--- config.mk ---
export PLATFORM = sky130hd
export DESIGN_NAME = imm_cmd_port
export DESIGN_NICKNAME = d
export VERILOG_FILES = /design/src/rtl/imm_port_pkg.sv /design/src/rtl/imm_ctrl.sv /design/src/rtl/imm_datapath.sv /design/src/rtl/imm_cmd_port.sv
export SDC_FILE = /design/constraint.sdc
export NUM_CORES = 1
export LEC_CHECK = 0
export BUFFER_PORTS_ARGS = -buffer_cell sky130_fd_sc_hd__buf_2
export CORE_ASPECT_RATIO = 1.75
export CORE_MARGIN = 1
export CORE_UTILIZATION = 51
export DETAILED_ROUTE_END_ITERATION = 16
export PLACE_DENSITY = 0.95
export SLEW_MARGIN = 20
export SYNTH_ARGS = -nofsm -noshare
export SYNTH_HDL_FRONTEND = slang
export SYNTH_SLANG_ARGS = --single-unit
--- constraint.sdc ---
create_clock -name clk -period 2.8 [get_ports clk]
set_input_delay 0.7 -clock clk [delete_from_list [all_inputs] [get_ports clk]]
set_output_delay 0.7 -clock clk [all_outputs]
set_load 0.1 [all_outputs]
--- src/rtl/imm_port_pkg.sv ---
package imm_port_pkg;
  localparam int DATA_W    = 32;
  localparam int REG_AW    = 2;
  localparam int CODEC_W   = 4;
  localparam int BUSY_BIT  = 0;
  localparam int VALID_BIT = 1;

  localparam logic [REG_AW-1:0] ADDR_CMD    = 2'd0;
  localparam logic [REG_AW-1:0] ADDR_RSP    = 2'd1;
  localparam logic [REG_AW-1:0] ADDR_STATUS = 2'd2;

  typedef enum logic [1:0] {
    ST_IDLE = 2'd0,
    ST_SEND = 2'd1,
    ST_WAIT = 2'd2
  } ctrlState_t;

  typedef struct packed {
    logic loadCmd;
    logic loadRsp;
  } dpStrobe_t;
endpackage

--- src/rtl/imm_ctrl.sv ---
module imm_ctrl
  import imm_port_pkg::*;
#(
  parameter int AW = REG_AW
) (
  input  logic          clk,
  input  logic          rstN,
  input  logic          regWrEn,
  input  logic [AW-1:0] regAddr,
  input  logic          wrBusyBit,
  input  logic          wrValidBit,
  input  logic          cmdReady,
  input  logic          rspValid,
  output dpStrobe_t     strobe,
  output logic          busy,
  output logic          rspFlag,
  output logic          cmdValid
);
  ctrlState_t state, stateNext;
  logic launch, clearValid, accept;

  assign launch     = regWrEn && (regAddr == ADDR_STATUS) && wrBusyBit && (state == ST_IDLE);
  assign clearValid = regWrEn && (regAddr == ADDR_STATUS) && wrValidBit;
  assign accept     = (state == ST_WAIT) && rspValid;

  assign strobe.loadCmd = regWrEn && (regAddr == ADDR_CMD) && (state == ST_IDLE);
  assign strobe.loadRsp = accept;

  assign busy     = (state != ST_IDLE);
  assign cmdValid = (state == ST_SEND);

  always_comb begin
    stateNext = state;
    case (state)
      ST_IDLE: if (launch) stateNext = ST_SEND;
      ST_SEND: if (cmdReady) stateNext = ST_WAIT;
      ST_WAIT: if (rspValid) stateNext = ST_IDLE;
      default: stateNext = ST_IDLE;
    endcase
  end

  always_ff @(posedge clk) begin
    if (!rstN) begin
      state   <= ST_IDLE;
      rspFlag <= 1'b0;
    end else begin
      state <= stateNext;
      if (accept)          rspFlag <= 1'b1;
      else if (clearValid) rspFlag <= 1'b0;
    end
  end

  // offered command stays up until taken
  p_hold_r3: assert property (@(posedge clk) disable iff (!rstN)
    cmdValid && !cmdReady |=> cmdValid);
  // reply stored -> valid set and busy cleared together
  p_done_r4: assert property (@(posedge clk) disable iff (!rstN)
    (state == ST_WAIT) && rspValid |=> !busy && rspFlag);
  // clear-by-one works when no reply competes
  p_clear_r5: assert property (@(posedge clk) disable iff (!rstN)
    clearValid && !accept |=> !rspFlag);
  // second launch while busy does nothing to the transfer
  p_relaunch_r6: assert property (@(posedge clk) disable iff (!rstN)
    (state == ST_WAIT) && !rspValid |=> busy && !cmdValid);
  // stray reply leaves the flag alone
  p_drop_r8: assert property (@(posedge clk) disable iff (!rstN)
    rspValid && (state != ST_WAIT) && !clearValid |=> $stable(rspFlag));
endmodule

--- src/rtl/imm_datapath.sv ---
module imm_datapath
  import imm_port_pkg::*;
#(
  parameter int DW = DATA_W,
  parameter int AW = REG_AW,
  parameter int CW = CODEC_W
) (
  input  logic          clk,
  input  logic          rstN,
  input  dpStrobe_t     strobe,
  input  logic [DW-1:0] regWrData,
  input  logic [AW-1:0] regAddr,
  input  logic [DW-1:0] rspData,
  input  logic          busy,
  input  logic          rspFlag,
  input  logic          cmdValid,
  output logic [DW-1:0] cmdData,
  output logic [CW-1:0] cmdCodec,
  output logic [DW-1:0] regRdData
);
  localparam int CODEC_LSB = DW - CW;

  logic [DW-1:0] cmdWord, rspWord;

  always_ff @(posedge clk) begin
    if (!rstN) begin
      cmdWord <= '0;
      rspWord <= '0;
    end else begin
      if (strobe.loadCmd) cmdWord <= regWrData;
      if (strobe.loadRsp) rspWord <= rspData;
    end
  end

  assign cmdData  = cmdWord;
  assign cmdCodec = cmdWord[DW-1:CODEC_LSB];

  always_comb begin
    regRdData = '0;
    case (regAddr)
      ADDR_CMD:    regRdData = cmdWord;
      ADDR_RSP:    regRdData = rspWord;
      ADDR_STATUS: begin
        regRdData[BUSY_BIT]  = busy;
        regRdData[VALID_BIT] = rspFlag;
      end
      default:     regRdData = '0;
    endcase
  end

  // command word frozen while busy
  p_cmd_frozen_r7: assert property (@(posedge clk) disable iff (!rstN)
    busy |=> $stable(cmdWord));
  // offered data stable across a stall
  p_data_stable_r3: assert property (@(posedge clk) disable iff (!rstN)
    cmdValid |=> $stable(cmdData));
endmodule

--- src/rtl/imm_cmd_port.sv ---
module imm_cmd_port
  import imm_port_pkg::*;
(
  input  logic                clk,
  input  logic                rstN,
  input  logic                regWrEn,
  input  logic [REG_AW-1:0]   regAddr,
  input  logic [DATA_W-1:0]   regWrData,
  output logic [DATA_W-1:0]   regRdData,
  output logic                cmdValid,
  input  logic                cmdReady,
  output logic [DATA_W-1:0]   cmdData,
  output logic [CODEC_W-1:0]  cmdCodec,
  input  logic                rspValid,
  input  logic [DATA_W-1:0]   rspData
);
  dpStrobe_t strobe;
  logic busy, rspFlag;

  imm_ctrl #(.AW(REG_AW)) u_ctrl (
    .clk        (clk),
    .rstN       (rstN),
    .regWrEn    (regWrEn),
    .regAddr    (regAddr),
    .wrBusyBit  (regWrData[BUSY_BIT]),
    .wrValidBit (regWrData[VALID_BIT]),
    .cmdReady   (cmdReady),
    .rspValid   (rspValid),
    .strobe     (strobe),
    .busy       (busy),
    .rspFlag    (rspFlag),
    .cmdValid   (cmdValid)
  );

  imm_datapath #(.DW(DATA_W), .AW(REG_AW), .CW(CODEC_W)) u_dp (
    .clk       (clk),
    .rstN      (rstN),
    .strobe    (strobe),
    .regWrData (regWrData),
    .regAddr   (regAddr),
    .rspData   (rspData),
    .busy      (busy),
    .rspFlag   (rspFlag),
    .cmdValid  (cmdValid),
    .cmdData   (cmdData),
    .cmdCodec  (cmdCodec),
    .regRdData (regRdData)
  );

  // busy falls only on the edge that sets the valid flag
  p_busy_span_r9: assert property (@(posedge clk) disable iff (!rstN)
    $fell(busy) |-> $rose(rspFlag) || (rspFlag && $past(rspFlag) == 1'b0));
endmodule

== Word level (Yosys, flattened, before mapping) ==
Index checks and enable logic that the tools add are counted.

* Eq/ne operators: 7
* Muxes and demuxes: 8
* Reductions and logical operators: 12

{| class="wikitable"
|+ Operators with widths
! operator !! number
|-
| case mux 30 bit (2 select lines) || 1
|-
| case mux 2 bit (3 select lines) || 2
|-
| logical AND 1 bit || 7
|-
| 2-to-1 mux 2 bit || 3
|-
| == test 2 x 1 -> 1 bit (second input constant) || 2
|-
| == test 2 bit (second input constant) || 2
|-
| zero test 2 bit || 2
|-
| != test 2 x 1 -> 1 bit (second input constant) || 2
|-
| nonzero test 2 bit || 2
|-
| AND reduction 3 bit || 1
|-
| 2-to-1 mux 1 bit || 2
|-
| != test 2 bit (second input constant) || 1
|}

* Register bits: 67
* Bits of input ports: 71
* Output and inout bits: 69
* Word-level logic and storage cells: 31

== Longest topological paths before layout ==
Gate-level depths: netlist (run 1).

* Depth after elaboration: 6
* Gate-level depth with buffers: 6
* Gate-level depth less buffers: 3

== Modules after synthesis ==
Synthesis (run 1) repeated with hierarchy kept, for this count alone.

* Cells, all modules: 304
* Area, all modules: 3224.3 µm²

{| class="wikitable"
|+ Modules (own cells, without submodules)
! module !! instances !! cells an instance !! area an instance (µm²) !! seq. area each (µm²)
|-
| imm_datapath || 1 || 284 || 3056.7 || 1281.2
|-
| imm_ctrl || 1 || 20 || 167.7 || 60.1
|}

== Worst setup path after synthesis (run 1) ==
OpenSTA, ideal clock, no wires.

* Path kind: input to output
* From: input regAddr[0]
* To: output regRdData[1]
* Data arrival time: 2.644 ns
* Slack: -0.544 ns
* Stages: 4
* Path buffers: 2
* Cells stage by stage: buf_4 > buf_2 > nand2_1 > o22ai_1

* Longest elaborated chain between the ends: 2
* Elaborated cells between the ends (all ways): 4
* Those cells by class: eq/ne (2); mux (1); reduce/logical (1)

{| class="wikitable"
|+ Ends and longest elaborated chain
! item !! line !! text
|-
| start, declared || imm_cmd_port.sv:7 || <nowiki>input logic [REG_AW-1:0] regAddr,</nowiki>
|-
| == test 2 bit (tied with other cells) || imm_datapath.sv:40 || <nowiki>case (regAddr)</nowiki>
|-
| case mux 2 bit (3 select lines) (*) || imm_datapath.sv:40 ||
|-
| end, declared || imm_cmd_port.sv:9 || <nowiki>output logic [DATA_W-1:0] regRdData,</nowiki>
|}

Every way passes the cells marked *; elsewhere a longest branch is shown, timed or not.

== Final worst setup path (run 1) ==
* From: input regAddr[0]
* To: output regRdData[12]

* Longest elaborated chain between the ends: 2
* Elaborated cells between the ends (all ways): 3
* Those cells by class: eq/ne (1); mux (1); reduce/logical (1)

{| class="wikitable"
|+ Ends and longest elaborated chain
! item !! line
|-
| == test 2 x 1 -> 1 bit or zero test 2 bit (tied branches) || imm_datapath.sv:40
|-
| case mux 30 bit (2 select lines) (*) || imm_datapath.sv:40
|}

Marks and branches as above.

==> results.md, run 1 <==
* Status: finished clean
* Rel. slew slack at 0.572
* WP data required at 2100 ps
* Largest net degree at the start of global routing at 61
* Routed len/inst at 15.0 microns
* Routed via count at 3,038
* Max FO, Critical Path at 13
* Hold Crit Class: reg2reg
* Residual DRC at 0
* Synth Warn # at 0
* Antenna Nets Post-Route at 0
* GPL Wtd Cong at 0.824
* Clock transition at path regs at 70 ps
* CTS tree: built
* All-Layer GR Usage at 0.289
* RSZ-0062 raised after global routing: no
* Clock Skews at 5.79 ps
* Synth Area per Inst at 8.40 sq um
* Die area at 0.00649 sq mm
* Cts repair resizes at 0
* Layout cells sized above 1 at 0.385
* Syn Nets at 445
* CTS Hold Bufs at 0
* Vias in the first global route at 3,076
* PwrDens at 453 mW/mm^2
* Clock Sink Count at 67
* Port-buffer cells at 139
* Crit path launch type: primary input
* Die W at 61.3 microns
* Dpl ws at 360 ps
* DR pass1 iterations at 4
* Final Net Count at 573
* First-pass GRT wire length at 13,700 microns
* Hold path depth at 2
* FMAX at 407 MHz
* VDD IR-drop max at 0.381 mV
* # H-tree levels at 3
* TritonCTS buffer count at 9
* Lkg Pwr at 1.96 nW
* Final setup violation count at 0
* Bufs on Longest Clock Path at 2
* Critical path class: in2out
* P&R area growth vs syn at 45.5%
* Number of post-CTS setup repair buffers at 0
* Via-to-Cell Ratio at 5.20
* Post-synthesis cell type count at 21
* CP arrival at 1760 ps
* # IOs at 140
* Worst Reg-to-Reg Cells at 4
* PnR worst setup slack at 344 ps
* Grt total ovfl at 0
* Worst-Margin Slew at 640 ps
* Pwr Total at 2.07 mW
* Fill count at 434
* Mapped Cells at 374
* Die Y at 106 microns
* CTS root buf: clkbuf_8
* Crit path capture type: primary output
* # diodes at 0
* Sequential-to-total area share from yosys stat at 0.427
* Synth Register Bits at 67
* Min Tclk post-route at 2460 ps
* Starting density of the core at 0.530
* Post-synthesis cell area at 0.00314 sq mm
* Detailed Route Iter0 Violations at 116
* Clock Latency Late Sink at 340 ps
* Final period utilization at 0.877
* Max_cap viols at 0
* Pins Over Slew Limit at 0
* # rows at 37
* Post-DP HPWL at 6630 microns
* DRT Wirelength at 8760 microns
* Final Hold Violating Endpoints at 0
* Core area at 0.00593 sq mm
* Initial antenna violation count at 0
[routing by layer]
layer	wire, microns	up-vias	global-route usage
met5	0	-	0
li1	-	1468	-
met1	2930	1412	0.270
met3	430	33	0.0871
met2	4970	125	0.509
met4	428	0	0.185
[worst paths after layout]
path                            slack [ps]                     startpoint                       endpoint
worst max-delay path                   340                     regAddr[0]                  regRdData[12]
worst min-delay path                   470  u_dp.rspWord[25]$_SDFFE_PN0P_  u_dp.rspWord[25]$_SDFFE_PN0P_
worst max register to register        1160   u_ctrl.state[0]$_SDFFE_PN0P_  u_dp.rspWord[27]$_SDFFE_PN0P_
worst min register to register         470  u_dp.rspWord[25]$_SDFFE_PN0P_  u_dp.rspWord[25]$_SDFFE_PN0P_
[metrics by stage]
stage / util / cell area (sq um) / hold WS (ps) / cells / TNS (ps)
after floorplan: - / 3220 / 443 / 374 / -643
after global placement: 0.744 / 4410 / 451 / 569 / 0
after detailed placement: 0.744 / 4410 / 460 / 569 / 0
after CTS: 0.771 / 4570 / 469 / 584 / 0
after global routing: 0.771 / 4570 / 485 / 584 / 0
final: 0.771 / 4570 / 467 / 584 / 0
[area by class of cell]
cell class                 count  area [sq um]  share of cell area
tap                           78          97.6              0.0214
clock inverter                 2          12.5             0.00274
clock buffer                  13           149              0.0326
multi-input combinational    273          1680               0.367
timing repair buffer         151          1290               0.283
sequential                    67          1340               0.293
[logic make-up after synthesis]
kind of cell | count (synthesis) | synth area share
flip-flops | 67 | 0.427
AO/OA/AOI/OAI | 37 | 0.0861
AND/OR/NAND/NOR | 171 | 0.214
multiplexers | 65 | 0.208
buffers and inverters | 34 | 0.0649
[cells in the mapped netlist, drive strengths merged]
master / n / area (sq um)
buf: 23 / 163
mux2i: 64 / 641
clkbuf: 11 / 41.3
nor2b: 2 / 12.5
and3b: 1 / 8.76
nor2: 33 / 124
nand4b: 1 / 8.76
o21ai: 1 / 5.00
nand3b: 1 / 7.51
mux2: 1 / 11.3
nand2b: 1 / 6.26
dfxtp: 67 / 1340
and3: 1 / 6.26
a22oi: 1 / 7.51
a21oi: 1 / 5.00
o22ai: 2 / 12.5
a21boi: 32 / 240
nor3b: 2 / 15.0
nand2: 129 / 484
[cell usage in the layout (no fill, tap or decap)]
cell,netlist,layout
nor2_1,33,5
a22oi_1,1,1
a21boi_0,32,32
buf_12,0,34
nand4b_1,1,1
nand2_1,129,129
o22ai_2,0,2
and3_2,0,1
nor2_2,0,28
mux2_2,1,1
nor2b_1,2,2
a21oi_1,1,1
dfxtp_1,67,67
clkinv_2,0,1
nor3b_1,2,2
nand3b_1,1,1
and3b_1,1,1
buf_2,10,107
clkinvlp_4,0,1
nand2b_1,1,1
o21ai_0,1,1
clkbuf_8,0,10
mux2i_1,64,64
clkbuf_1,11,3
buf_4,9,10
[state kept, by name, indices dropped and copies added (netlist names)]
register,cells
u_dp.cmdData,32
u_dp.rspWord,32
u_ctrl.state,2
u_ctrl.rspFlag,1
[power breakdown]
part           switching [mW]  internal [mW]
clock                   0.332          0.340
combinational           0.287          0.124
sequential             0.0151          0.972
total                   0.634           1.44
[critical path, cell delays in order]
cell	delay (ps)
buf_2	310
buf_12	210
mux2i_1	260
nor2_2	90
buf_12	170
Note: power is estimated with default switching activity, not from simulation.
==> inputs of run 2 (changes only) <==
--- a/config.mk
+++ b/config.mk
@@ -14,4 +14,5 @@
 export SLEW_MARGIN = 20
 export SYNTH_ARGS = -nofsm -noshare
 export SYNTH_HDL_FRONTEND = slang
+export SYNTH_HIERARCHICAL = 1
 export SYNTH_SLANG_ARGS = --single-unit
==> run 2 against run 1 <==
Net effect: clock skew fell by 0.50 ps; largest cell class unchanged; critical endpoint is now regRdData[4]; sequential share of layout area fell by 0.25 points; wire length down 5.3%; highest routed layer unchanged; clock power rose by 15%; design area increased by 0.88%; die area up 2.6%.
==> results.md, run 2 <==
* Die W at 62.1 microns (+1.3%)
* CTS tree: built
* DR pass1 iterations at 5 (+1)
* Sequential cell area at 0.00134 sq mm (unchanged)
* Post-Synth XOR/XNOR Area at 0 (unchanged)
* Crit path launch type: primary input
* Synth Area per Inst at 10.6 sq um (+26%)
* Layout cells sized above 1 at 0.445 (+0.0601)
* Post-synthesis cell area at 0.00322 sq mm (+2.7%)
* Hold Crit Class: reg2reg
* GPL Wtd Cong at 0.845 (+2.5%)
* Final Net Count at 506 (-12%)
* RSZ-0062 raised after global routing: no
* Cts repair resizes at 0 (unchanged)
* Setup TNS at 0 ps (unchanged)
* Antenna Nets Post-Route at 0 (unchanged)
* VDD IR-drop max at 0.427 mV (+12%)
* Fill count at 412 (-5.1%)
* Dpl ws at 398 ps (+37.8 ps)
* First-pass GRT wire length at 12,800 microns (-6.3%)
* Compound-Gate Fraction of Synth Area at 0.0124 (-0.0736)
* Commonest non-fill, non-tap cell in the layout: buf_2
* CTS Hold Bufs at 0 (unchanged)
* P&R area growth vs syn at 43.0%
* Max FO, Critical Path at 16 (+3)
* Synth Register Bits at 67 (unchanged)
* Post-synthesis cell type count at 22 (+4.8%)
* Die Y at 107 microns (+1.3%)
* Grt total ovfl at 0 (unchanged)
* Routed len/inst at 16.0 microns (+6.4%)
* WP data required at 2100 ps (about the same)
* Detailed Route Iter0 Violations at 123 (+6.0%)
* PnR worst setup slack at 474 ps (+130 ps)
* Worst r2r src: u_ctrl/state[0]$_SDFFE_PN0P_
* DRT Wirelength at 8300 microns (-5.3%)
* Synth Warn # at 6 (+6)
* Clock Skews at 5.28 ps (-0.503 ps)
* Slack of the worst reg-to-reg path at 980 ps (-180 ps)
* Post-synth ARST share at 0 (unchanged)
* # IOs at 140 (unchanged)
* Crit. Startpoint: regAddr[0]
* Pwr Total at 2.17 mW (+5.0%)
* Core area at 0.00613 sq mm (+3.5%)
* Number of post-CTS setup repair buffers at 0 (unchanged)
* Largest net degree at the start of global routing at 46 (-25%)
* Starting density of the core at 0.526 (-0.00428)
* Synth Area in Simple Gates at 0.183 (-0.0316)
* Max_cap viols at 0 (unchanged)
* Synth area leader: dfxtp_1
* Worst Reg-to-Reg Cells at 5 (+1)
* Post-DP HPWL at 6260 microns (-5.6%)
* Status: finished clean
* Most frequent cell after synthesis: mux2i_1
* Clock transition at path regs at 60 ps (about the same)
* Die area at 0.00666 sq mm (+2.6%)
* Post-Synth Adder-Cell Area at 0 (unchanged)
* Vias in the first global route at 2,755 (-10%)
* Syn Nets at 375 (-16%)
* Initial antenna violation count at 0 (unchanged)
* # H-tree levels at 3 (unchanged)
* PwrDens at 471 mW/mm^2 (+4.0%)
* Bufs on Longest Clock Path at 2 (unchanged)
* Routed via count at 2,629 (-13%)
* TritonCTS buffer count at 9 (unchanged)
* Largest family of logic cells by synthesized area: multiplexers
* Top cell type's share of synthesized area at 0.416 (-0.0111)
* Final Hold Violating Endpoints at 0 (unchanged)
* Critical Path Sink: regRdData[4]
* Final period utilization at 0.831 (-0.0466)
* # rows at 38 (+2.7%)
* Synth Flop Type: dfxtp_1
* Worst-Margin Slew at 612 ps (-28.2 ps)
* Residual DRC at 0 (unchanged)
* Final setup violation count at 0 (unchanged)
* # diodes at 0 (unchanged)
* Commonest cells post-synth: 96 x mux2i_1, 67 x dfxtp_1, 65 x nor2b_1, 32 x nor2_1, 7 x clkbuf_1
* Lkg Pwr at 1.89 nW (-3.4%)
* Clock Sink Count at 67 (unchanged)
* Mapped Cells at 304 (-19%)
* Port-buffer cells at 139 (unchanged)
* CP arrival at 1630 ps (-130 ps)
* Sequential-to-total area share from yosys stat at 0.416 (-0.0111)
* CTS root buf: clkbuf_8
* Area taken by multi-input logic gates at 0.00169 sq mm (+0.82%)
* All-Layer GR Usage at 0.254 (-0.0345)
* Largest cells by area after synthesis: dfxtp_1 42%, mux2i_1 30%, nor2b_1 13%, buf_12 3.7%, nor2_1 3.7%
* Post-synth EDFFs at 0 (unchanged)
* Via-to-Cell Ratio at 5.06 (-2.8%)
* Critical path class: in2out
* Crit path capture type: primary output
* Clock Latency Late Sink at 350 ps (about the same)
* Rel. slew slack at 0.592 (+0.0201)
* Mux contribution to synthesized area at 0.298 (+0.0905)
* FMAX at 430 MHz (+5.6%)
* Most frequent cells in the layout: 107 x buf_2, 96 x mux2i_1, 67 x dfxtp_1
* Min Tclk post-route at 2330 ps (-130 ps)
* Reg2reg end: u_dp/cmdData[5]$_SDFFE_PN0P_
* Pins Over Slew Limit at 0 (unchanged)
run 2: cell types whose count changed in the layout (fill, tap and decap cells not counted), moves of 4 or more:
cell / change
a21boi_0: -32
buf_4: -4
nand2_1: -127
nor2b_1: +63
nor2_1: -5
mux2i_1: +32
run 2: kinds of logic (layout without fill, tap and decap cells):
| logic type | Yosys count | after routing |
|---|---|---|
| DFF | 67 | 67 |
| and+or+nand+nor | 106 | 106 |
| muxes | 96 | 96 |
| AOI/OAI and AO/OA | 5 | 5 |
| buffers and inverters | 30 | 166 |
run 2: area by class of cell:
class / instances / share of cell area
timing repair buffer: 148 / 0.278
tap: 80 / 0.0217
inverter: 2 / 0.00163
multi-input combinational: 207 / 0.367
sequential: 67 / 0.291
clock buffer: 14 / 0.0331
clock inverter: 2 / 0.00760
run 2: layer usage:
| metal | track usage | vias up | part of all wire |
|---|---|---|---|
| met2 | 0.494 | 101 | 0.56 |
| met3 | 0.0596 | 32 | 0.040 |
| met4 | 0.178 | 0 | 0.052 |
| li1 | - | 1275 | - |
| met5 | 0 | - | 0 |
| met1 | 0.225 | 1221 | 0.34 |
run 2: worst min-delay path by stage:
stage,cells after the start,to,start
after floorplan,2,u_ctrl/rspFlag$_SDFFE_PN0P_,u_ctrl/rspFlag$_SDFFE_PN0P_
after global placement,2,u_ctrl/rspFlag$_SDFFE_PN0P_,u_ctrl/rspFlag$_SDFFE_PN0P_
after detailed placement,2,u_ctrl/rspFlag$_SDFFE_PN0P_,u_ctrl/rspFlag$_SDFFE_PN0P_
after CTS,2,u_ctrl/rspFlag$_SDFFE_PN0P_,u_ctrl/rspFlag$_SDFFE_PN0P_
after global routing,2,u_ctrl/rspFlag$_SDFFE_PN0P_,u_ctrl/rspFlag$_SDFFE_PN0P_
final,2,u_ctrl/rspFlag$_SDFFE_PN0P_,u_ctrl/rspFlag$_SDFFE_PN0P_
run 2: worst max-delay path, cell delays in order:
cell	delay, ps
buf_2	180
buf_12	200
mux2i_1	270
nor2_2	80
buf_12	180
run 2: per-stage QoR:
stage / cells / hold WS (ps) / util / cell area [sq um]
floorplan: 304 / 452 / - / 3310
global placement: 504 / 474 / 0.721 / 4420
detailed placement: 504 / 483 / 0.721 / 4420
CTS: 520 / 497 / 0.752 / 4610
global route: 520 / 521 / 0.752 / 4610
finish: 520 / 495 / 0.752 / 4610
run 2: report_power, final:
group          switching [mW]  internal [mW]  leakage (nW)
Sequential             0.0154          0.972         0.542
Combinational           0.278          0.132          1.26
Clock                   0.340          0.436        0.0947
Total                   0.633           1.54          1.89
